`src/rtl/gpio_bank_pkg.sv`:
```
package gpio_bank_pkg;
  typedef enum logic [2:0] {
    GRP_NONE, GRP_SEL, GRP_DIR, GRP_OUT, GRP_PD, GRP_IN, GRP_VSEL, GRP_PULL
  } grp_e;

  typedef struct packed {
    logic       wr;
    logic       rd;
    grp_e       grp;
    logic [3:0] byteIdx;
  } bus_stb_t;
endpackage

```
`src/rtl/gpio_bank_ctrl.sv`:
```
module gpio_bank_ctrl
  import gpio_bank_pkg::*;
#(
  parameter int NUM_BYTES = 7
) (
  input  logic       clk,
  input  logic       rstN,
  input  logic       wrEn,
  input  logic       rdEn,
  input  logic [7:0] addr,
  output bus_stb_t   stb
);
  logic [3:0] hiNib, loNib;
  logic       inBank;

  assign hiNib  = addr[7:4];
  assign loNib  = addr[3:0];
  assign inBank = (32'(loNib) < NUM_BYTES);

  always_comb begin
    stb.wr      = wrEn;
    stb.rd      = rdEn;
    stb.byteIdx = loNib;
    stb.grp     = GRP_NONE;
    unique case (hiNib)
      4'h0: if (inBank) stb.grp = GRP_SEL;
      4'h1: if (inBank) stb.grp = GRP_DIR;
      4'h2: if (inBank) stb.grp = GRP_OUT;
      4'h3: if (inBank) stb.grp = GRP_PD;
      4'h4: begin
        if (inBank)             stb.grp = GRP_IN;
        else if (loNib == 4'h7) stb.grp = GRP_VSEL;
        else if (loNib == 4'h8) stb.grp = GRP_PULL;
      end
      default: stb.grp = GRP_NONE;
    endcase
  end

  // a byte-group selection never points past the last byte of the bank
  p_decode_in_range_r2: assert property (@(posedge clk) disable iff (!rstN)
    (stb.grp inside {GRP_SEL, GRP_DIR, GRP_OUT, GRP_PD, GRP_IN}) |-> (32'(stb.byteIdx) < NUM_BYTES));
endmodule

```
`src/rtl/gpio_bank_datapath.sv`:
```
module gpio_bank_datapath
  import gpio_bank_pkg::*;
#(
  parameter int NUM_PINS   = 56,
  parameter int PULL_FIRST = 51,
  parameter int PULL_COUNT = 4
) (
  input  logic                clk,
  input  logic                rstN,
  input  bus_stb_t            stb,
  input  logic [7:0]          wrData,
  input  logic [NUM_PINS-1:0] padIn,
  output logic [7:0]          rdData,
  output logic [NUM_PINS-1:0] padOe,
  output logic [NUM_PINS-1:0] padOut,
  output logic [NUM_PINS-1:0] padPullDown,
  output logic [NUM_PINS-1:0] padPullUp,
  output logic [NUM_PINS-1:0] altSel,
  output logic [NUM_PINS-1:0] levelOut,
  output logic [1:0]          vselOut
);
  localparam int NUM_BYTES = (NUM_PINS + 7) / 8;
  localparam int IDXW      = (NUM_BYTES > 1) ? $clog2(NUM_BYTES) : 1;
  localparam int SLOTS     = 1 << IDXW;
  localparam int PULL_LO   = PULL_FIRST - 1;
  localparam int FIELDW    = 2 * PULL_COUNT;
  localparam logic [NUM_PINS-1:0] WIN_MASK =
    ((NUM_PINS'(1) << PULL_COUNT) - NUM_PINS'(1)) << PULL_LO;

  logic [7:0] selR [NUM_BYTES];
  logic [7:0] dirR [NUM_BYTES];
  logic [7:0] outR [NUM_BYTES];
  logic [7:0] pdR  [NUM_BYTES];
  logic [1:0] vselR;
  logic [FIELDW-1:0] pullR;

  logic [NUM_PINS-1:0] syncA, syncB;
  logic [7:0] selRd [SLOTS];
  logic [7:0] dirRd [SLOTS];
  logic [7:0] outRd [SLOTS];
  logic [7:0] pdRd  [SLOTS];
  logic [7:0] inRd  [SLOTS];

  // Two-flop input synchroniser
  always_ff @(posedge clk or negedge rstN) begin
    if (!rstN) begin
      syncA <= '0;
      syncB <= '0;
    end else begin
      syncA <= padIn;
      syncB <= syncA;
    end
  end

  // Per-byte writable registers
  for (genvar b = 0; b < NUM_BYTES; b++) begin : g_byte
    localparam int VB = ((NUM_PINS - 8*b) >= 8) ? 8 : (NUM_PINS - 8*b);
    localparam logic [7:0] BMASK = 8'((1 << VB) - 1);
    logic hit;
    assign hit = stb.wr && (32'(stb.byteIdx) == b);
    always_ff @(posedge clk or negedge rstN) begin
      if (!rstN) begin
        selR[b] <= '0;
        dirR[b] <= '0;
        outR[b] <= '0;
        pdR[b]  <= '0;
      end else if (hit) begin
        case (stb.grp)
          GRP_SEL: selR[b] <= wrData & BMASK;
          GRP_DIR: dirR[b] <= wrData & BMASK;
          GRP_OUT: outR[b] <= wrData & BMASK;
          GRP_PD:  pdR[b]  <= wrData & BMASK;
          default: ;
        endcase
      end
    end
  end

  always_ff @(posedge clk or negedge rstN) begin
    if (!rstN) begin
      vselR <= '0;
      pullR <= '0;
    end else if (stb.wr) begin
      if (stb.grp == GRP_VSEL) vselR <= wrData[1:0];
      if (stb.grp == GRP_PULL) pullR <= wrData[FIELDW-1:0];
    end
  end

  // Read slots, padded to a power of two
  for (genvar s = 0; s < SLOTS; s++) begin : g_slot
    if (s < NUM_BYTES) begin : g_live
      assign selRd[s] = selR[s];
      assign dirRd[s] = dirR[s];
      assign outRd[s] = outR[s];
      assign pdRd[s]  = pdR[s];
      for (genvar k = 0; k < 8; k++) begin : g_in
        if (8*s + k < NUM_PINS) begin : g_pin
          assign inRd[s][k] = syncB[8*s + k];
        end else begin : g_pad
          assign inRd[s][k] = 1'b0;
        end
      end
    end else begin : g_dead
      assign selRd[s] = '0;
      assign dirRd[s] = '0;
      assign outRd[s] = '0;
      assign pdRd[s]  = '0;
      assign inRd[s]  = '0;
    end
  end

  logic [IDXW-1:0] rdIdx;
  logic [7:0]      rdNext;
  assign rdIdx = stb.byteIdx[IDXW-1:0];

  always_comb begin
    case (stb.grp)
      GRP_SEL:  rdNext = selRd[rdIdx];
      GRP_DIR:  rdNext = dirRd[rdIdx];
      GRP_OUT:  rdNext = outRd[rdIdx];
      GRP_PD:   rdNext = pdRd[rdIdx];
      GRP_IN:   rdNext = inRd[rdIdx];
      GRP_VSEL: rdNext = {6'b0, vselR};
      GRP_PULL: rdNext = 8'(pullR);
      default:  rdNext = 8'h00;
    endcase
  end

  always_ff @(posedge clk or negedge rstN) begin
    if (!rstN)       rdData <= '0;
    else if (stb.rd) rdData <= rdNext;
  end

  // Pad-side decode
  for (genvar i = 0; i < NUM_PINS; i++) begin : g_pin
    assign padOe[i]    = dirR[i/8][i%8];
    assign padOut[i]   = outR[i/8][i%8];
    assign altSel[i]   = selR[i/8][i%8];
    assign levelOut[i] = dirR[i/8][i%8] ? outR[i/8][i%8] : syncB[i];
    if (i >= PULL_LO && i < PULL_LO + PULL_COUNT) begin : g_win
      logic [1:0] code;
      assign code           = pullR[2*(i-PULL_LO) +: 2];
      assign padPullDown[i] = (code == 2'd0);
      assign padPullUp[i]   = (code == 2'd3);
    end else begin : g_std
      assign padPullDown[i] = ~pdR[i/8][i%8];
      assign padPullUp[i]   = 1'b0;
    end
  end

  assign vselOut = vselR;

  // pull-up and pull-down never both active on a pin
  p_bias_exclusive_r7: assert property (@(posedge clk) disable iff (!rstN)
    (padPullUp & padPullDown) == '0);
  // pull-up only appears inside the packed window
  p_pullup_window_r6: assert property (@(posedge clk) disable iff (!rstN)
    (padPullUp & ~WIN_MASK) == '0);
  // output enables change only through a direction write
  p_oe_only_dir_r3: assert property (@(posedge clk) disable iff (!rstN)
    !(stb.wr && stb.grp == GRP_DIR) |=> $stable(padOe));
  // read data holds when no read is issued
  p_read_hold_r10: assert property (@(posedge clk) disable iff (!rstN)
    !stb.rd |=> $stable(rdData));
  // unmapped reads return zero
  p_unmapped_zero_r9: assert property (@(posedge clk) disable iff (!rstN)
    (stb.rd && stb.grp == GRP_NONE) |=> (rdData == 8'h00));
  // upper bits of the voltage select read as zero
  p_vsel_upper_r8: assert property (@(posedge clk) disable iff (!rstN)
    (stb.rd && stb.grp == GRP_VSEL) |=> (rdData[7:2] == 6'b0));
endmodule

```
`src/rtl/gpio_reg_bank.sv`:
```
module gpio_reg_bank
  import gpio_bank_pkg::*;
#(
  parameter int NUM_PINS   = 56,
  parameter int PULL_FIRST = 51,
  parameter int PULL_COUNT = 4
) (
  input  logic                clk,
  input  logic                rstN,
  input  logic                wrEn,
  input  logic                rdEn,
  input  logic [7:0]          addr,
  input  logic [7:0]          wrData,
  output logic [7:0]          rdData,
  input  logic [NUM_PINS-1:0] padIn,
  output logic [NUM_PINS-1:0] padOe,
  output logic [NUM_PINS-1:0] padOut,
  output logic [NUM_PINS-1:0] padPullDown,
  output logic [NUM_PINS-1:0] padPullUp,
  output logic [NUM_PINS-1:0] altSel,
  output logic [NUM_PINS-1:0] levelOut,
  output logic [1:0]          vselOut
);
  localparam int NUM_BYTES = (NUM_PINS + 7) / 8;

  bus_stb_t stb;

  gpio_bank_ctrl #(.NUM_BYTES(NUM_BYTES)) u_ctrl (
    .clk(clk), .rstN(rstN), .wrEn(wrEn), .rdEn(rdEn), .addr(addr), .stb(stb)
  );

  gpio_bank_datapath #(
    .NUM_PINS(NUM_PINS), .PULL_FIRST(PULL_FIRST), .PULL_COUNT(PULL_COUNT)
  ) u_dp (
    .clk(clk), .rstN(rstN), .stb(stb), .wrData(wrData), .padIn(padIn),
    .rdData(rdData), .padOe(padOe), .padOut(padOut),
    .padPullDown(padPullDown), .padPullUp(padPullUp), .altSel(altSel),
    .levelOut(levelOut), .vselOut(vselOut)
  );
endmodule

```
`config.mk`:
```
export PLATFORM = sky130hd
export DESIGN_NAME = gpio_reg_bank
export DESIGN_NICKNAME = d
export VERILOG_FILES = /design/src/rtl/gpio_bank_pkg.sv /design/src/rtl/gpio_bank_ctrl.sv /design/src/rtl/gpio_bank_datapath.sv /design/src/rtl/gpio_reg_bank.sv
export SDC_FILE = /design/constraint.sdc
export NUM_CORES = 1
export LEC_CHECK = 0
export BUFFER_PORTS_ARGS = -buffer_cell sky130_fd_sc_hd__buf_2
export CAP_MARGIN = 20
export CORE_ASPECT_RATIO = 1.75
export CORE_UTILIZATION = 48
export DETAILED_ROUTE_END_ITERATION = 16
export PLACE_DENSITY = 0.75
export SYNTH_ARGS = -nofsm -noshare
export SYNTH_HDL_FRONTEND = slang
export SYNTH_SLANG_ARGS = --single-unit
```
`constraint.sdc`:
```
create_clock -name clk -period 1.6 [get_ports clk]
set_input_delay 0.32 -clock clk [delete_from_list [all_inputs] [get_ports clk]]
set_output_delay 0.32 -clock clk [all_outputs]
set_load 0.02 [all_outputs]
```
## Word level (Yosys, flattened, before mapping)

Index checks and enable logic that the tools add are counted.

- Magnitude comparators: 2
- Equality and inequality tests: 23
- Bitwise logic cells: 53
- Multiplexer cells: 80
- Reductions and logical operators: 43

Operators by type and width:

| operator | count |
|---|---|
| 8-bit binary-select mux with 3-bit select | 5 |
| 8-bit two-way mux | 10 |
| 2-bit AND reduction | 30 |
| 1-bit two-way mux | 57 |
| 8-bit one-hot mux with 7 select lines | 1 |
| 1-bit inverter | 52 |
| 4-bit by 3-bit == test with 1-bit output (second input constant) | 5 |
| 4-bit by 2-bit == test with 1-bit output (second input constant) | 4 |
| 3-bit one-hot mux with 5 select lines | 1 |
| 3-bit == test (second input constant) | 4 |
| 3-bit two-way mux | 4 |
| 2-bit == test (second input constant) | 4 |
| 4-bit by 1-bit == test with 1-bit output (second input constant) | 2 |
| 2-bit zero test | 4 |
| 4-bit zero test | 2 |
| 1-bit logical AND | 7 |
| 3-bit by 2-bit == test with 1-bit output (second input constant) | 2 |
| 4-bit == test (second input constant) | 1 |
| 4-bit greater-or-equal comparator (second input constant) | 1 |
| 4-bit by 3-bit less-than comparator with 1-bit output (second input constant) | 1 |
| 2-bit two-way mux | 2 |
| 3-bit inverter with 4-bit output | 1 |
| 3-bit by 1-bit == test with 1-bit output (second input constant) | 1 |

- Bits of input ports: 76
- Register bits: 354
- Word-level logic and storage cells: 234
- Output and inout bits: 346

## Logic depth before layout (Yosys ltp)

Gate-level depths: netlist of run 1.

- Word-level depth: 7
- Gate-level depth with buffers: 10
- Depth with buffers taken out: 6

## Hierarchy

From an unflattened synthesis of run 1, not the netlist that was laid out.

- Cell total of the unflattened synthesis: 1199
- Area total of the unflattened synthesis: 15965.3 µm²

Modules (own cells, without submodules):

| module | instances | area an instance (µm²) | seq. area each (µm²) | cells each |
|---|---|---|---|---|
| gpio_bank_datapath | 1 | 15797.7 | 8858.5 | 1176 |
| gpio_bank_ctrl | 1 | 167.7 | 0.0 | 23 |

## Worst setup path after synthesis of run 1

Ideal clock, no wire load.

- Path kind: in2reg
- Start point: input port addr[4]
- End point: register u_dp.rdData[0]
- Data arrival time: 1.834 ns
- Buffers on the path: 1
- Stages on the path: 7
- Setup slack: -0.384 ns
- Data required time: 1.450 ns
- Setup time: 0.150 ns
- Cells stage by stage: buf_2 > nor2_1 > nand3_1 > a21oi_1 > mux2_2 > a2111oi_0 > a22oi_1

- Longest elaborated chain between the ends: 4
- Elaborated cells between the ends (all ways): 14
- Those cells by class: eq/ne (11); mux (2); reduce/logical (1)

RTL lines:

| item | line | source |
|---|---|---|
| start: declaration | gpio_reg_bank.sv:12 | `input logic [7:0] addr,` |
| 4-bit by 3-bit == test with 1-bit output (tied with other cells) | gpio_bank_ctrl.sv:25 | `unique case (hiNib)` |
| 3-bit one-hot mux with 5 select lines (*) | gpio_bank_ctrl.sv:25 |  |
| 3-bit == test (tied with other cells) | gpio_bank_datapath.sv:117 | `case (stb.grp)` |
| 8-bit one-hot mux with 7 select lines (*) | gpio_bank_datapath.sv:117 |  |
| end signal: assignment | gpio_bank_datapath.sv:131 | `else if (stb.rd) rdData <= rdNext;` |
| end: declaration | gpio_bank_datapath.sv:13 | `output logic [7:0] rdData,` |

Every way passes the cells marked *; elsewhere a longest branch is shown, timed or not.
A chain may end at the register's enable or synchronous reset.

## Worst setup path in the final report of run 1

- Start point: register u_dp.syncB[32]
- End point: register u_dp.rdData[0]

- Longest elaborated chain between the ends: 4

RTL lines:

| item | line | source |
|---|---|---|
| start: declaration | gpio_bank_datapath.sv:37 | `logic [NUM_PINS-1:0] syncA, syncB;` |
| start signal: assignment | gpio_bank_datapath.sv:51 | `syncB <= syncA;` |
| 8-bit binary-select mux with 3-bit select | gpio_bank_datapath.sv:122 | `GRP_IN: rdNext = inRd[rdIdx];` |
| 8-bit two-way mux (implied by the code) (2 in a row) | gpio_bank_datapath.sv:122 |  |
| 8-bit one-hot mux with 7 select lines | gpio_bank_datapath.sv:117 |  |

Every way passes these cells. The select of a mux whose other input is x is not followed.

==> impl_metrics.tcl, run 1 <==
set metrics [dict create \
    synth_enable_flop_cells 0 \
    syn_avg_cell_area_sq_um 13.49 \
    crit_family "compound AO/OA/AOI/OAI gates" \
    drc 0 \
    grt_antenna_before_repair 4 \
    setup_ws_ps -416.8 \
    irDropWorstVdd_uv 1074 \
    fmax_ghz 0.4958 \
    utilization 0.7583 \
    async_flop_share 1.000 \
    critPathRequiredTime_ps 2070 \
    place_hpwl_microns 40740 \
    setup_viol 130 \
    globalplace.congestion 0.8946 \
    end_kind "flip-flop" \
    cts_made_buffers 31 \
    finalSetupTns_ps -19490 \
    hold_viol_final 0 \
    first_global_vias 14670 \
    antenna_left 0 \
    clkSlewWorstSetupHoldPaths_ps 80 \
    skew_ps 20.33 \
    layout_commonest_cell "dfrtp_1" \
    grt_usage 0.3714 \
    synth_top_family_by_area "multiplexers" \
    die_w_microns 140.9 \
    synth_compound_area_frac 0.05610 \
    worstSetupPathType "reg -> reg" \
    path_max_fanout 2 \
    synthMuxAreaShare 0.2787 \
    dr.first_iter.drc_count 1089 \
    multi_input_area_sq_um 7104 \
    clockBufferDepth 3 \
    synth_fa_ha_area_frac 0 \
    reg2reg_slack_ps -420 \
    fillers 1891 \
    slew_violations 0 \
    regArea_sq_um 8876 \
    ys_seq_area_frac 0.5464 \
    power_density_nw_per_um2 813.2 \
    area.growth.synth_to_final_pct 55.02 \
    timing.final.crit_share 1.261 \
    yosys.area_share.simple 0.05371 \
    synth_top_area_cell "dfrtp_1" \
    vias 14240 \
    ys_seq_elements 354 \
    start_kind "flip-flop" \
    tightestPinTransition_ps 670.0 \
    dp_slack_ps -655.3 \
    grt_start_max_net_pins 64 \
    slowest_delay_ps 480 \
    outcome "finished with violations" \
    rows 88 \
    die_area_sq_um 34550 \
    cts_max_level 1 \
    arrival_ps 2480 \
    syn_inst 1202 \
    rsz0062_at_grt "yes" \
    dr.pass1.iters 5 \
    fp.dieH_microns 245.1 \
    vias_per_cell 5.812 \
    synth_xor_area_frac 0 \
    cts-root-buf "clkbuf_16" \
    core_area_sq_um 33140 \
    yosysTopAreaCellShare 0.5464 \
    drive_gt1_frac 0.6112 \
    synthFlopType "dfrtp_1" \
    grt_pass1_wl_microns 93310 \
    grt_overflow 0 \
    max-cap-violations 0 \
    io_pins 422 \
    wire_per_inst_microns 27.73 \
    io_buffers 369 \
    wl_microns 67930 \
    syn-cell-area_sq_um 16210 \
    failed_checks "setup timing" \
    fin_nets 2047 \
    power.leakage_nw 12.67 \
    layout_common_cells "dfrtp_1 (340), buf_6 (308), buf_4 (218), mux2_2 (212), buf_2 (192)" \
    cts_tree "done" \
    clock-sinks 354 \
    period_minus_slack_ps 2017 \
    cp.buffers_inverters 1 \
    dpl.cell_count 2197 \
    slew_headroom 0.5533 \
    yosys_warnings 0 \
    finalNonFillerCells 2450 \
    clk_latency_ps 600 \
    slowest_stage "dfrtp_1" \
    synth_cell_types 61 \
    yosys-top-cells-area "dfrtp_1 (55%), mux2_2 (20%), mux2i_1 (4.0%)" \
    cp_cell_sequence "mux2i_1 -> nor2_1 -> a21oi_1 -> buf_4 -> a211oi_1 -> a2111oi_2 -> a22oi_1" \
    initial_core_util 0.4892 \
    min_path_type "in -> reg" \
]
-- path summary, 6_finish.rpt --
check,startpoint,to,depth (start not counted)
max reg2reg,u_dp.syncB[32],u_dp.rdData[0],7
min in group asynchronous,rstN,u_dp.padOe[18],2
min,rdEn,u_dp.rdData[6],2
max in group asynchronous,rstN,u_dp.padOut[41],3
max,u_dp.syncB[32],u_dp.rdData[0],7
min reg2reg,u_dp.syncA[42],u_dp.syncB[42],0
-- flip-flops by register name, summed over array words and instances (netlist names) --
register,cells
u_dp.pullR,8
u_dp.altSel,56
u_dp.vselOut,2
u_dp.padOut,56
u_dp.syncA,56
u_dp.rdData,8
u_dp.syncB,56
u_dp.padOe,56
u_dp.pdR,56
-- Yosys cell counts, drive strengths merged (5+ instances only) --
master / count
o211ai: 10
nor2: 54
nand2b: 10
nand3: 9
and2: 5
o221ai: 14
clkbuf: 32
mux2: 300
and3: 5
nor3: 6
mux2i: 64
mux4: 22
a21oi: 30
o22ai: 11
nand2: 32
inv: 62
a22oi: 7
nand3b: 7
a211o: 5
dfrtp: 354
o21ai: 13
a211oi: 14
buf: 93
-- metal layers --
metal / GRT usage / up-vias / share of wire
li1: - / 5739 / -
met1: 0.4023 / 7153 / 0.33
met2: 0.6361 / 995 / 0.50
met3: 0.06574 / 353 / 0.074
met4: 0.3002 / 0 / 0.093
met5: 0 / - / 0
-- worst register-to-register path, delay by kind of cell (launching register included) --
family / cells / cell delay [ps]
and+or+nand+nor: 1 / 130
DFF: 1 / 480
AOI/OAI and AO/OA: 4 / 670
muxes: 1 / 460
buffers and inverters: 1 / 140
-- power by group --
group | leakage [nW] | total [mW] | switching (mW) | internal, mW
clock network | 0.515 | 7.92 | 3.60 | 4.32
logic | 7.52 | 3.02 | 1.63 | 1.39
registers | 4.63 | 9.50 | 0.261 | 9.24
total | 12.7 | 20.4 | 5.50 | 14.9
-- repair_timing --
action,in CTS,in global routing
setup buffers,131,75
cloned,0,0
setup endpoints to repair,157,228
hold endpoints to repair,251,0
resized for setup,471,162
pin swaps,19,20
hold buffers,57,0
-- layout make-up --
class / instances / area share
sequential: 354 / 0.3532
clock buffer: 46 / 0.03669
tap: 450 / 0.02240
inverter: 62 / 0.009459
clock inverter: 12 / 0.004879
antenna: 4 / 0.0003983
multi-input combinational: 712 / 0.2827
timing repair buffer: 810 / 0.2903
-- cell families after synthesis --
| logic type | count (synthesis) |
|---|---|
| AO/OA/AOI/OAI | 128 |
| buffers and inverters | 187 |
| flip-flops | 354 |
| multiplexers | 386 |
| other | 1 |
| AND/OR/NAND/NOR | 146 |
-- through the flow --
stage	hold WS [ps]	area, sq um	power, mW
detailed placement	241.8	20560	11.91
global placement	241.0	20560	11.86
finish	85.21	25130	20.44
CTS	74.98	24490	20.05
floorplan	24.41	16810	10.92
global route	86.90	25130	20.87
Power figures use the tool's default switching activity.
==> run 2, diff against run 1 <==
==> constraint.sdc (replaced) <==
create_clock -name clk -period 1.7 [get_ports clk]
set_input_delay 0.34 -clock clk [delete_from_list [all_inputs] [get_ports clk]]
set_output_delay 0.34 -clock clk [all_outputs]
set_load 0.005 [all_outputs]
==> impl_metrics.tcl, run 2 (same netlist as run 1, synthesis figures left out) <==
set metrics [dict create \
    cts_max_level 1 \
    area.growth.synth_to_final_pct 45.51 \
    outcome "finished with violations" \
    cts_tree "done" \
    rows 88 \
    critPathRequiredTime_ps 1360 \
    fin_nets 1977 \
    timing.final.crit_share 1.119 \
    grt_usage 0.3462 \
    finalNonFillerCells 2378 \
    hold_viol_final 0 \
    cp.buffers_inverters 2 \
    core_area_sq_um 33140 \
    vias 13420 \
    max-cap-violations 0 \
    fmax_ghz 0.5255 \
    power_density_nw_per_um2 785.6 \
    io_buffers 369 \
    skew_ps 23.31 \
    clk_latency_ps 590 \
    layout_common_cells "dfrtp_1 (340), buf_2 (295), buf_4 (225), mux2_2 (219), buf_6 (135)" \
    crit_top_cell "buf_6" \
    vias_per_cell 5.641 \
    cts_made_buffers 31 \
    layout_commonest_cell "dfrtp_1" \
    worstSetupPathType "reg -> out" \
    period_minus_slack_ps 1903 \
    finalPower_mw 18.53 \
    clkSlewWorstSetupHoldPaths_ps 70 \
    utilization 0.7118 \
    slowest_stage "dfrtp_1" \
    place_hpwl_microns 40860 \
    drive_gt1_frac 0.5902 \
    globalplace.congestion 0.9024 \
    dr.first_iter.drc_count 752 \
    wl_microns 60670 \
    tightestPinTransition_ps 644.7 \
    power.leakage_nw 12.00 \
    slew_violations 0 \
    io_pins 422 \
    grt_overflow 0 \
    antenna_left 0 \
    setup_ws_ps -202.9 \
    clockBufferDepth 3 \
    first_global_vias 13950 \
    path_max_fanout 2 \
    setup_viol 69 \
    slew_headroom 0.5702 \
    hold_ws_ps 139.0 \
    fp.dieH_microns 245.1 \
    irDropWorstVdd_uv 815.9 \
    dp_slack_ps -567.3 \
    grt_pass1_wl_microns 87110 \
    failed_checks "setup timing" \
    arrival_ps 1560 \
    cp_cell_sequence "buf_6 -> mux2_4 -> buf_6" \
    cts-root-buf "clkbuf_16" \
    die_w_microns 140.9 \
    initial_core_util 0.4892 \
    clock-sinks 354 \
    wire_per_inst_microns 25.51 \
    dpl.cell_count 2166 \
    crit_family "flip-flops" \
    rsz0062_at_grt "yes" \
    grt_start_max_net_pins 78 \
    die_area_sq_um 34550 \
    end_kind "output pin" \
    grt_antenna_before_repair 5 \
    min_path_type "in -> reg" \
    dr.pass1.iters 5 \
    drc 0 \
    start_kind "flip-flop" \
    slowest_delay_ps 410 \
]
run 2: area by class of cell:
| class | count | area [sq um] |
|---|---|---|
| flip-flops and latches | 354 | 8876 |
| multi-input cells | 712 | 7058 |
| diodes | 5 | 12.51 |
| clock buffers | 40 | 849.6 |
| clock inverters | 15 | 187.7 |
| repair buffers | 740 | 5812 |
| well taps | 450 | 563.0 |
| inverters | 62 | 232.7 |
| fillers | 2136 | 9550 |
run 2: final timing paths:
path	from	endpoint	slack, ps	depth (start not counted)
worst max-delay path	u_dp.padOe[3]	levelOut[3]	-200	3
worst min register to register	u_dp.syncA[19]	u_dp.syncB[19]	340	0
max in group asynchronous	rstN	u_dp.padOe[54]	660	3
worst min-delay path	rdEn	u_dp.rdData[6]	140	2
min in group asynchronous	rstN	u_dp.padOe[2]	270	2
worst max register to register	u_dp.padOe[6]	u_dp.rdData[6]	-140	7
run 2: power by group:
part	switching (mW)	total [mW]	internal [mW]
registers	0.225	8.92	8.70
clock network	3.25	7.37	4.13
logic	1.11	2.24	1.13
total	4.58	18.5	14.0
run 2: metrics by stage:
stage	cell area [sq um]	TNS, ps
3_3_place_gp	20260	-89280
6_report	23590	-6479
3_5_place_dp	20260	-93980
2_1_floorplan	16750	-21210
5_1_grt	23590	-8843
4_1_cts	23020	-6400
run 2: repair_timing:
| action | CTS | global route |
|---|---|---|
| pin swaps | 8 | 13 |
| buffers inserted | 113 | 34 |
| hold endpoints to repair | 85 | 0 |
| gates resized for setup | 136 | 97 |
| hold buffers | 57 | 0 |
| endpoints found under the setup margin | 62 | 99 |
run 2: layer usage:
layer | vias up | global-route usage | wire, microns
li1 | 5598 | - | -
met1 | 6760 | 0.3847 | 21270
met2 | 794 | 0.6096 | 31060
met3 | 263 | 0.05599 | 3885
met4 | 0 | 0.2279 | 4460
met5 | - | 0 | 0
==> run 3, diff against run 2 <==
--- a/config.mk
+++ b/config.mk
@@ -8,9 +8,10 @@
 export BUFFER_PORTS_ARGS = -buffer_cell sky130_fd_sc_hd__buf_2
 export CAP_MARGIN = 20
 export CORE_ASPECT_RATIO = 1.75
-export CORE_UTILIZATION = 48
+export CORE_UTILIZATION = 53
 export DETAILED_ROUTE_END_ITERATION = 16
-export PLACE_DENSITY = 0.75
+export PLACE_DENSITY = 0.76
+export REMOVE_ABC_BUFFERS = 1
 export SYNTH_ARGS = -nofsm -noshare
 export SYNTH_HDL_FRONTEND = slang
 export SYNTH_SLANG_ARGS = --single-unit
==> constraint.sdc (replaced) <==
create_clock -name clk -period 2 [get_ports clk]
set_input_delay 0.4 -clock clk [delete_from_list [all_inputs] [get_ports clk]]
set_output_delay 0.4 -clock clk [all_outputs]
set_load 0.005 [all_outputs]
==> impl_metrics.tcl, run 3 (same netlist as run 1, synthesis figures left out) <==
set metrics [dict create \
    hold_path_depth 2 \
    worstSetupPathType "reg -> out" \
    hold-path-endpoint "u_dp.rdData[6]" \
    grt_antenna_before_repair 1 \
    critPathRequiredTime_ps 1600 \
    initial_core_util 0.5394 \
    io_pins 422 \
    utilization 0.7126 \
    cts-root-buf "clkbuf_16" \
    max-cap-violations 0 \
    cp_cell_sequence "buf_4 -> mux2_2 -> buf_2" \
    place_hpwl_microns 39190 \
    dr.pass1.iters 5 \
    clkSlewWorstSetupHoldPaths_ps 70 \
    cts_tree "done" \
    finalPower_mw 16.15 \
    fp.dieH_microns 233.4 \
    fin_nets 1843 \
    r2r_cells 5 \
    clock-sinks 354 \
    dp_slack_ps -479.9 \
    slowest_stage "dfrtp_1" \
    antenna_left 0 \
    r2r-end "u_dp.rdData[5]" \
    wl_microns 53640 \
    dpl-instance-area_sq_um 19630 \
    pwr-share-seq 0.469 \
    globalplace.congestion 0.9618 \
    start_kind "flip-flop" \
    fin_area_sq_um 21420 \
    holdCritStartpoint "rdEn" \
    cp.buffers_inverters 2 \
    end_kind "output pin" \
    skew_ps 18.27 \
    rsz0062_at_grt "no" \
    power.clock.fraction 0.432 \
    path_max_fanout 3 \
    cts_max_level 2 \
    p_int_mw 12.26 \
    fmax_ghz 0.5228 \
    cts_made_buffers 34 \
    reg2reg_slack_ps 110 \
    vias 12460 \
    setup_ws_ps 87.36 \
    die_area_sq_um 31320 \
    timing.final.crit_share 0.9563 \
    arrival_ps 1510 \
    io_buffers 369 \
    die_w_microns 134.2 \
    min_path_type "in -> reg" \
    switching_share 0.2410 \
    first_global_vias 12720 \
    power_density_nw_per_um2 754.0 \
    grt_usage 0.3434 \
    setup_viol 0 \
    period_minus_slack_ps 1913 \
    area.growth.synth_to_final_pct 32.11 \
    p_sw_mw 3.892 \
    clk_latency_ps 530 \
    crit_family "flip-flops" \
    slew_headroom 0.5165 \
    hold_viol_final 0 \
    layout_commonest_cell "buf_2" \
    irDropWorstVdd_uv 627.1 \
    grt_overflow 0 \
    rows 84 \
    r2r-start "u_dp.padOut[5]" \
    core_area_sq_um 30060 \
    vias_per_cell 5.713 \
    outcome "finished, final reports clean" \
    grt_pass1_wl_microns 78320 \
    grt_start_max_net_pins 91 \
    tightestPinTransition_ps 725.3 \
    clockBufferDepth 3 \
    slew_violations 0 \
    hold_ws_ps 215.2 \
    power.leakage_nw 10.90 \
    slowest_delay_ps 360 \
    power_frac_comb 0.098 \
    layout_common_cells "buf_2 (366), dfrtp_1 (354), mux2_2 (291), buf_4 (149), mux2i_1 (64)" \
    dr.first_iter.drc_count 808 \
    drc 0 \
    wire_per_inst_microns 24.60 \
    drive_gt1_frac 0.5268 \
]
run 3: cell count changes in the layout (fill, tap and decap cells not counted), moves of 5 or more:
cell / previous run / this run
nor2_1: 36 / 44
buf_4: 225 / 149
nand2_2: 7 / 0
mux2_2: 219 / 291
a21oi_2: 5 / 0
a21oi_1: 25 / 30
buf_2: 295 / 366
buf_6: 135 / 1
dfrtp_1: 340 / 354
mux2_4: 73 / 1
nand2_1: 19 / 31
dfrtp_2: 14 / 0
o21ai_0: 7 / 12
run 3: layer usage:
layer  track usage  up-vias  wire (microns)
li1              -     5314               -
met1        0.3836     6345           18740
met5             0        -               0
met3       0.04514      185            2855
met2        0.6101      617           28130
met4        0.2254        0            3920
run 3: layout make-up:
cell class / instances / area (sq um)
Sequential cell: 354 / 8859
Clock buffer: 43 / 935.9
Tap cell: 387 / 484.2
Timing Repair Buffer: 603 / 4128
Inverter: 62 / 232.7
Antenna cell: 2 / 5.005
Clock inverter: 18 / 259.0
Fill cell: 2133 / 8640
Multi-Input combinational cell: 712 / 6516
run 3: worst max path at each step:
| stage | end | startpoint | cells after the start | slack (ps) |
|---|---|---|---|---|
| floorplan | u_dp.pdR[0] | addr[0] | 4 | -470 |
| global placement | u_dp.rdData[5] | addr[2] | 7 | -460 |
| detailed placement | u_dp.rdData[5] | addr[2] | 7 | -480 |
| CTS | u_dp.rdData[2] | u_dp.syncB[42] | 6 | 30 |
| global route | u_dp.rdData[5] | u_dp.padOut[5] | 5 | 0.2 |
| finish | levelOut[11] | u_dp.padOe[11] | 3 | 90 |
run 3: power by group through the flow:
stage               sequential, mW  clock (mW)  combinational, mW
floorplan                     7.65           0              0.486
global placement              7.69           0               1.46
detailed placement            7.70           0               1.48
CTS                           7.57        7.04               1.58
global route                  7.59        7.32               1.69
finish                        7.58        6.98               1.59
run 3: per-stage QoR:
step | setup TNS (ps) | instances
finish | 0 | 2181
global route | 0 | 2180
CTS | 0 | 2179
detailed placement | -41840 | 2061
global placement | -40400 | 2061
floorplan | -27940 | 1128
run 3: what timing repair did:
| action | in CTS | in global routing |
|---|---|---|
| setup buffers | 0 | 0 |
| hold buffers | 57 | 0 |
| gates resized for setup | 0 | 4 |
| endpoints found under the hold margin | 83 | 0 |
| setup endpoints to repair | 0 | 3 |
